===== config.mk =====
export PLATFORM = sky130hd
export DESIGN_NAME = perm_remap
export DESIGN_NICKNAME = d
export VERILOG_FILES = /design/src/rtl/perm_remap_pkg.sv /design/src/rtl/perm_regfile.sv /design/src/rtl/perm_entry_sel.sv /design/src/rtl/perm_fault_gen.sv /design/src/rtl/perm_remap.sv
export SDC_FILE = /design/constraint.sdc
export NUM_CORES = 1
export LEC_CHECK = 0
export ABC_CLOCK_PERIOD_IN_PS = 2500
export BUFFER_PORTS_ARGS = -buffer_cell sky130_fd_sc_hd__buf_2
export CORE_MARGIN = 5
export CORE_UTILIZATION = 54
export DETAILED_ROUTE_END_ITERATION = 8
export PLACE_DENSITY = 0.83
export RECOVER_POWER = 100
export SKIP_LAST_GASP = 1
export SYNTH_ARGS = -nofsm -noshare
export SYNTH_HDL_FRONTEND = slang
export SYNTH_SLANG_ARGS = --single-unit

===== constraint.sdc =====
create_clock -name clk -period 2.5 [get_ports clk]
set_input_delay 0.25 -clock clk [delete_from_list [all_inputs] [get_ports clk]]
set_output_delay 0.25 -clock clk [all_outputs]
set_load 0.01 [all_outputs]

===== src/rtl/perm_remap_pkg.sv =====
package perm_remap_pkg;
  localparam int PERM_W = 3;
  localparam int NUM_REGS = 3;

  typedef enum logic [1:0] {
    SEL_KERN = 2'd0,
    SEL_USER = 2'd1,
    SEL_MASK = 2'd2,
    SEL_NONE = 2'd3
  } reg_sel_e;

  typedef enum logic [1:0] {
    ACC_LOAD  = 2'd0,
    ACC_STORE = 2'd1,
    ACC_FETCH = 2'd2,
    ACC_RSVD  = 2'd3
  } acc_kind_e;

  typedef struct packed {
    logic r;
    logic w;
    logic x;
  } perm_t;
endpackage


===== src/rtl/perm_regfile.sv =====
module perm_regfile
  import perm_remap_pkg::*;
#(
  parameter int TBL_W = 48,
  parameter int NREG  = NUM_REGS
) (
  input  logic                       clk,
  input  logic                       rst_n,
  input  logic                       we,
  input  logic [1:0]                 wsel,
  input  logic [TBL_W-1:0]           wdata,
  input  logic [1:0]                 rsel,
  output logic [TBL_W-1:0]           rdata,
  output logic [NREG-1:0][TBL_W-1:0] regs_o
);
  // one storage register per table; a select code with no register is dropped
  for (genvar g = 0; g < NREG; g++) begin : g_reg
    always_ff @(posedge clk or negedge rst_n) begin
      if (!rst_n) begin
        regs_o[g] <= '0;
      end else if (we && (wsel == 2'(g))) begin
        regs_o[g] <= wdata;
      end
    end
  end

  always_comb begin
    rdata = '0;
    for (int i = 0; i < NREG; i++) begin
      if (rsel == 2'(i)) rdata = regs_o[i];
    end
  end
endmodule


===== src/rtl/perm_entry_sel.sv =====
module perm_entry_sel
  import perm_remap_pkg::*;
#(
  parameter int IDX_W = 4,
  parameter int TBL_W = (1 << IDX_W) * PERM_W
) (
  input  logic [TBL_W-1:0] tbl,
  input  logic [IDX_W-1:0] idx,
  output perm_t            ent
);
  assign ent = perm_t'(tbl[int'(idx) * PERM_W +: PERM_W]);
endmodule


===== src/rtl/perm_fault_gen.sv =====
module perm_fault_gen
  import perm_remap_pkg::*;
(
  input  perm_t      eff,
  input  logic [1:0] acc,
  output logic       fault
);
  always_comb begin
    unique case (acc_kind_e'(acc))
      ACC_LOAD:  fault = ~eff.r;
      ACC_STORE: fault = ~eff.w;
      ACC_FETCH: fault = ~eff.x;
      default:   fault = 1'b1;
    endcase
  end
endmodule


===== src/rtl/perm_remap.sv =====
module perm_remap
  import perm_remap_pkg::*;
#(
  parameter int IDX_W = 4,
  localparam int NENT = 1 << IDX_W,
  localparam int TBL_W = NENT * PERM_W
) (
  input  logic             clk,
  input  logic             rst_n,
  input  logic             pte_ap1,
  input  logic             pte_ap0,
  input  logic             pte_pxn,
  input  logic             pte_uxn,
  input  logic             priv_kernel,
  input  logic [1:0]       acc_type,
  output logic             grant_r,
  output logic             grant_w,
  output logic             grant_x,
  output logic             fault,
  input  logic             cfg_we,
  input  logic [1:0]       cfg_wsel,
  input  logic [TBL_W-1:0] cfg_wdata,
  input  logic [1:0]       cfg_rsel,
  output logic [TBL_W-1:0] cfg_rdata
);
  logic [NUM_REGS-1:0][TBL_W-1:0] tbl_q;
  logic [IDX_W-1:0]               idx;
  perm_t                          ent [NUM_REGS];
  perm_t                          eff;

  // permission bits form the index, most significant first
  assign idx = IDX_W'({pte_ap1, pte_ap0, pte_pxn, pte_uxn});

  perm_regfile #(.TBL_W(TBL_W), .NREG(NUM_REGS)) u_regs (
    .clk   (clk),
    .rst_n (rst_n),
    .we    (cfg_we),
    .wsel  (cfg_wsel),
    .wdata (cfg_wdata),
    .rsel  (cfg_rsel),
    .rdata (cfg_rdata),
    .regs_o(tbl_q)
  );

  for (genvar t = 0; t < NUM_REGS; t++) begin : g_sel
    perm_entry_sel #(.IDX_W(IDX_W), .TBL_W(TBL_W)) u_sel (
      .tbl(tbl_q[t]),
      .idx(idx),
      .ent(ent[t])
    );
  end

  // kernel takes its table as is; user is narrowed by the mask
  always_comb begin
    if (priv_kernel) eff = ent[SEL_KERN];
    else             eff = perm_t'(ent[SEL_USER] & ent[SEL_MASK]);
  end

  assign grant_r = eff.r;
  assign grant_w = eff.w;
  assign grant_x = eff.x;

  perm_fault_gen u_fault (
    .eff  (eff),
    .acc  (acc_type),
    .fault(fault)
  );
endmodule


==> results of run 1 <==
-- routing by layer --
metal | track usage, % | up-vias | part of all wire, %
li1 | - | 2449 | -
met1 | 33.9 | 2842 | 41
met2 | 43.5 | 215 | 51
met3 | 5.17 | 42 | 5.8
met4 | 9.15 | 0 | 2.6
met5 | 0 | - | 0
-- cells in the final DEF, fill, tap and decap left out, types with 8 or more instances in the layout --
cell       instances
dfrtp_1          144
mux2_2           143
nand2_1           68
buf_2             63
mux2i_1           61
clkbuf_1          52
o21ai_0           49
nand3_1           29
o211ai_1          20
clkbuf_16         17
nand4_1            8
-- metrics by stage --
stage / power (mW) / setup TNS [ns] / hold slack, ns / cells / util (%)
floorplan: 3.98 / 0 / -0.0456 / 610 / -
global placement: 4.53 / 0 / 0.247 / 868 / 60.9
detailed placement: 4.61 / 0 / 0.258 / 868 / 60.9
CTS: 7.14 / 0 / 0.0763 / 900 / 65.5
global route: 7.41 / -0.0236 / 0.0850 / 901 / 64.7
finish: 7.11 / 0 / 0.0835 / 901 / 64.7
-- what timing repair did --
action / in CTS / in global routing
pin swaps: 0 / 3
gates cloned: 0 / 0
gates resized for setup: 1 / 3
endpoints found under the setup margin: 1 / 1
endpoints found under the hold margin: 57 / 0
setup buffers: 0 / 1
hold buffers: 1 / 0
-- worst max-delay path by stage --
stage	end	slack, ns	cells after the start
6_report	fault	0.10	6
5_1_grt	fault	-0.02	6
4_1_cts	fault	0.04	6
3_5_place_dp	fault	0.11	8
3_3_place_gp	fault	0.18	7
2_1_floorplan	fault	0.61	7
-- layout make-up --
type / instances / area, um^2 / area share (%)
clock buffers: 26 / 519 / 6.06
clock inverters: 5 / 75.1 / 0.877
inverters: 1 / 3.75 / 0.0438
multi-input cells: 423 / 3510 / 41.0
flip-flops and latches: 144 / 3600 / 42.1
well taps: 176 / 220 / 2.57
repair buffers: 126 / 627 / 7.32
-- kinds of logic after synthesis --
kind of cell | synth area share, %
mux | 32.7
flops | 49.5
simple gates | 8.14
compound gates | 7.04
buf+inv | 2.64
-- worst max-delay path: cells and delay by family, from the launching register on --
family	cells	cell delay (ns)
simple gates	1	0.13
mux	2	0.74
compound gates	2	0.31
buf+inv	1	0.13
flops	1	0.41
-- power by group --
group,internal (mW),switching (mW),total [mW]
sequential,2.78,0.401,3.18
combinational,0.697,0.706,1.40
clock,1.62,0.914,2.53
==> run_results.csv, run 1 <==
group,metric,value,unit
worst_setup_path,cp_data_required_time,2.25,ns
worst_setup_path,worst-path-max-fanout,3,
timing,rsz0062_at_grt,"yes",
worst_setup_path,cp_slowest_stage_delay,0.50,ns
synthesis,ys_types,30,
synthesis,synthCells,610,
synthesis,synth.avg_cell_area,11.9,um^2
placed_design,place_congestion,0.889,
cts,clkLatencyLatePin,0.42,ns
finish,syn2layout_area_growth,17.5,%
timing,min_period,2.40,ns
placed_design,hpwl,13600,um
synthesis,async_flop_share,100,%
worst_setup_path,reg2reg_depth,2,
finish,nFillCells,1030,
drt,via_per_inst,6.16,
floorplanning,die_area,0.0159,mm^2
finish,reg_top3,"u_regs.regs_o: 144 flops",
floorplanning,core,0.0132,mm^2
finish,antenna_cells,0,
cts,clock-root-buffer,"clkbuf_16",
drt,post-route-drc-count,0,
floorplanning,rows,42,
timing,setup_viol,0,
grt,antenna_found_initial,0,
timing,hold_viol,0,
power,ir_worst_vdd,0.527,mV
grt,grt_overflow,0,
outcome,violations,"max-capacitance violations, max-slew violations",
worst_hold_path,hold_depth,2,
synthesis,ys_warn_count,0,
cts,numCtsBuffers,17,
grt,grt_max_degree,61,
synthesis,synth_area,0.00729,mm^2
cts,clk_pin_slew,0.06,ns
outcome,status,"finished, violations left",
drt,num_vias,5548,
worst_hold_path,hp-class,"primary input to register",
finish,layout-drive-gt1-share,35.4,%
synthesis,synthTopCellsByArea,"dfrtp_1, mux2_2, mux2i_1",
timing,maxSlewViolCount,60,
worst_setup_path,critPathCaptureType,"output pin",
synthesis,syn-num-nets,672,
synthesis,synth_edf_count,0,
worst_setup_path,rrSetupSlack,1.55,ns
drt,ant_nets,0,
cts,htree_levels,4,
cts,clockBufferDepth,2,
finish,top_register,"u_regs.regs_o",
worst_setup_path,crit_start,"u_regs.regs_o[44]",
timing,fmax,417,MHz
floorplanning,die_width,126,um
worst_hold_path,min_from,"cfg_wdata[46]",
placed_design,io_buffers,113,
worst_setup_path,reg2reg_to,"u_regs.regs_o[12]",
worst_hold_path,min_to,"u_regs.regs_o[142]",
finish,nNetsFinal,775,
drt,wl_per_cell,22.6,um
synthesis,synth_top_area_share,49.5,%
worst_setup_path,start_kind,"register",
finish,final_cell_area,0.00856,mm^2
floorplanning,die_h,126,um
drt,drtIter0Drc,550,
synthesis,seq_area_frac_synth,49.5,%
cts,clock_sinks,144,
floorplanning,initial_core_util,55.0,%
power,p_per_area,831,mW/mm^2
synthesis,synthFlopType,"dfrtp_1",
drt,drt-total-wl,20300,um
timing,setup_ws,0.101,ns
grt,first_global_vias,5790,
synthesis,ys_ff_latch,144,
floorplanning,pin_count,114,
power,leakagePower,3.70,nW
worst_setup_path,r2r_start,"u_regs.regs_o[12]",
timing,post-route-period-util,96.0,%
grt,grt_pass1_wl,32300,um
worst_setup_path,crit_slowest_cell,"mux4_2",
drt,dr.pass1.iters,5,
worst_setup_path,crit_type,"register to output pin",
timing,slew_headroom,-2.31,%
synthesis,yosys-top-cells-count,"dfrtp_1, mux2_2, nand2_1",
worst_setup_path,cp_data_arrival_time,2.15,ns
finish,largest_register_ffs,144,
synthesis,yosys.area.top_type,"dfrtp_1",
placed_design,dpl_cell_area,0.00806,mm^2
grt,grt_usage,26.0,%
timing,clock_skew,0,ns
flow_run,max-cap-violations,1,
timing,worst_pin_slew,1.53,ns
worst_setup_path,crit_chain,"mux4_2 > a22oi_2 > nand4_1 > mux2i_2 > a2bb2oi_2 > buf_2",
placed_design,dpl_worst_slack,0.109,ns
cts,cts_tree,"done",
Power figures use the tool's default switching activity.
==> inputs of run 2 (changes only) <==
ABC_CLOCK_PERIOD_IN_PS = 2200   (was 2500)
CORE_UTILIZATION = 52   (was 54)
clock period = 2.2 ns   (was 2.5 ns; I/O delays follow)
==> run 2 against run 1 <==
- the flow finishes with violations (max-capacitance violations, max-slew violations, negative setup slack)
- worst hold slack got worse by 0.032 ns
- clock-buffer cell count shrank 7
- setup slack worse by 0.30 ns
- first-iteration DRC count grew 9.6%
- clock skew is the same
- design area grew 1.9%
- die area up 3.5%
- utilization is 1.5 points lower
- critical path type unchanged
- largest cell class unchanged
- largest power group unchanged
==> run_results.csv, run 2 (synthesis results as in run 1) <==
group,metric,value,unit
worst_hold_path,hp-class,"primary input to register",
timing,setup_viol,1,
worst_setup_path,worst-path-max-fanout,3,
drt,wl_per_cell,23.0,um
worst_setup_path,cp_data_arrival_time,2.18,ns
grt,grt_max_degree,61,
floorplanning,pin_count,114,
grt,first_global_vias,6042,
floorplanning,initial_core_util,52.7,%
floorplanning,rows,43,
floorplanning,die_h,128,um
timing,min_period,2.40,ns
worst_setup_path,worst-path-buf-inv,1,
drt,dr.pass1.iters,5,
grt,grt_pass1_wl,33300,um
drt,post-route-drc-count,0,
finish,largest_register_ffs,144,
cts,clockBufferDepth,2,
timing,maxSlewViolCount,61,
worst_setup_path,crit_chain,"mux4_2 > a22oi_2 > nand4_1 > mux2i_1 > a2bb2oi_2 > buf_2",
worst_setup_path,critical_path.top_delay_family,"multiplexers",
finish,syn2layout_area_growth,19.8,%
drt,drt-total-wl,21200,um
placed_design,place_congestion,0.955,
drt,via_per_inst,6.20,
timing,setup_ws,-0.195,ns
grt,antenna_found_initial,0,
timing,slew_headroom,-2.39,%
timing,fmax,417,MHz
cts,htree_levels,4,
drt,num_vias,5703,
worst_setup_path,cp_data_required_time,1.98,ns
worst_setup_path,crit_type,"register to output pin",
finish,layout_common_cells,"mux2_2, dfrtp_1, nand2_1, mux2i_1, buf_2",
drt,ant_nets,0,
finish,reg_top3,"u_regs.regs_o: 144 flops",
placed_design,io_buffers,113,
timing,rsz0062_at_grt,"yes",
cts,clock_sinks,144,
grt,grt_overflow,0,
grt,grt_usage,26.2,%
finish,top_register,"u_regs.regs_o",
floorplanning,die_width,128,um
timing,post-route-period-util,109,%
timing,worst_pin_slew,1.54,ns
placed_design,dpl_worst_slack,0.0167,ns
worst_setup_path,start_kind,"register",
worst_setup_path,crit_slowest_cell,"mux4_2",
worst_setup_path,rrSetupSlack,1.26,ns
finish,nNetsFinal,788,
timing,clock_skew,0,ns
cts,clock-root-buffer,"clkbuf_16",
cts,numCtsBuffers,17,
worst_setup_path,cp_slowest_stage_delay,0.49,ns
finish,layout-drive-gt1-share,37.5,%
floorplanning,core,0.0138,mm^2
power,ir_worst_vdd,0.563,mV
power,leakagePower,3.79,nW
power,p_per_area,961,mW/mm^2
floorplanning,die_area,0.0165,mm^2
outcome,status,"finished, violations left",
placed_design,hpwl,14000,um
cts,clk_pin_slew,0.06,ns
worst_setup_path,critPathCaptureType,"output pin",
cts,clkLatencyLatePin,0.42,ns
outcome,violations,"max-capacitance violations, max-slew violations, negative setup slack",
cts,cts_tree,"done",
timing,hold_viol,0,
flow_run,max-cap-violations,1,
timing,finalSetupTns,-0.195,ns
drt,drtIter0Drc,603,
## run 2: cell count changes in the layout (fill, tap and decap cells not counted), sizes merged
| cell | delta |
|---|---|
| buf | +15 |
| bufinv | +3 |
| clkbuf | -9 |
| clkinv | +4 |
| clkinvlp | +1 |
| diode | +1 |
## run 2: where the power goes
group | total, mW | switching, mW | leakage, nW | internal (mW)
combinational | 1.70 | 0.846 | 1.77 | 0.855
sequential | 3.61 | 0.450 | 1.70 | 3.16
clock | 3.08 | 1.09 | 0.310 | 1.99
## run 2: per-stage QoR
stage          utilization [%]  hold slack, ns  std cells  power (mW)  area [um^2]
3_5_place_dp              58.7           0.238        876        5.27         8120
6_report                  63.1          0.0516        920        8.39         8730
4_1_cts                   63.7          0.0431        915        8.39         8800
2_1_floorplan                -         -0.0756        610        4.52         7290
5_1_grt                   63.1          0.0569        919        8.73         8730
3_3_place_gp              58.7           0.227        876        5.15         8120
## run 2: what timing repair did
| action | in CTS | in global routing |
|---|---|---|
| setup buffers | 6 | 7 |
| pin swaps | 4 | 5 |
| cloned | 0 | 0 |
| resized for setup | 2 | 9 |
| endpoints found under the hold margin | 58 | 0 |
| setup endpoints to repair | 2 | 4 |
| hold buffers | 1 | 0 |
## run 2: final timing paths
kind | from | endpoint | cells past startpoint
max reg2reg | u_regs.regs_o[28] | u_regs.regs_o[28] | 2
min reg2reg | u_regs.regs_o[117] | u_regs.regs_o[117] | 1
min | cfg_wdata[14] | u_regs.regs_o[110] | 2
min in group asynchronous | rst_n | u_regs.regs_o[110] | 2
max | u_regs.regs_o[44] | fault | 6
max in group asynchronous | rst_n | u_regs.regs_o[81] | 3
## run 2: cell type report
type                       instances  area, um^2
antenna                            1        2.50
clock buffer                      19         433
clock inverter                    13         193
fill                            1034        5100
inverter                           1        3.75
multi-input combinational        423        3520
sequential                       144        3600
tap                              180         225
timing repair buffer             139         748
## run 2: layer usage
layer / wire length, um / GRT usage, % / vias up
met5: 0 / 0 / -
met4: 1050 / 14.1 / 0
met3: 1370 / 6.56 / 81
met2: 10400 / 41.1 / 260
met1: 8330 / 33.7 / 2894
li1: - / - / 2468
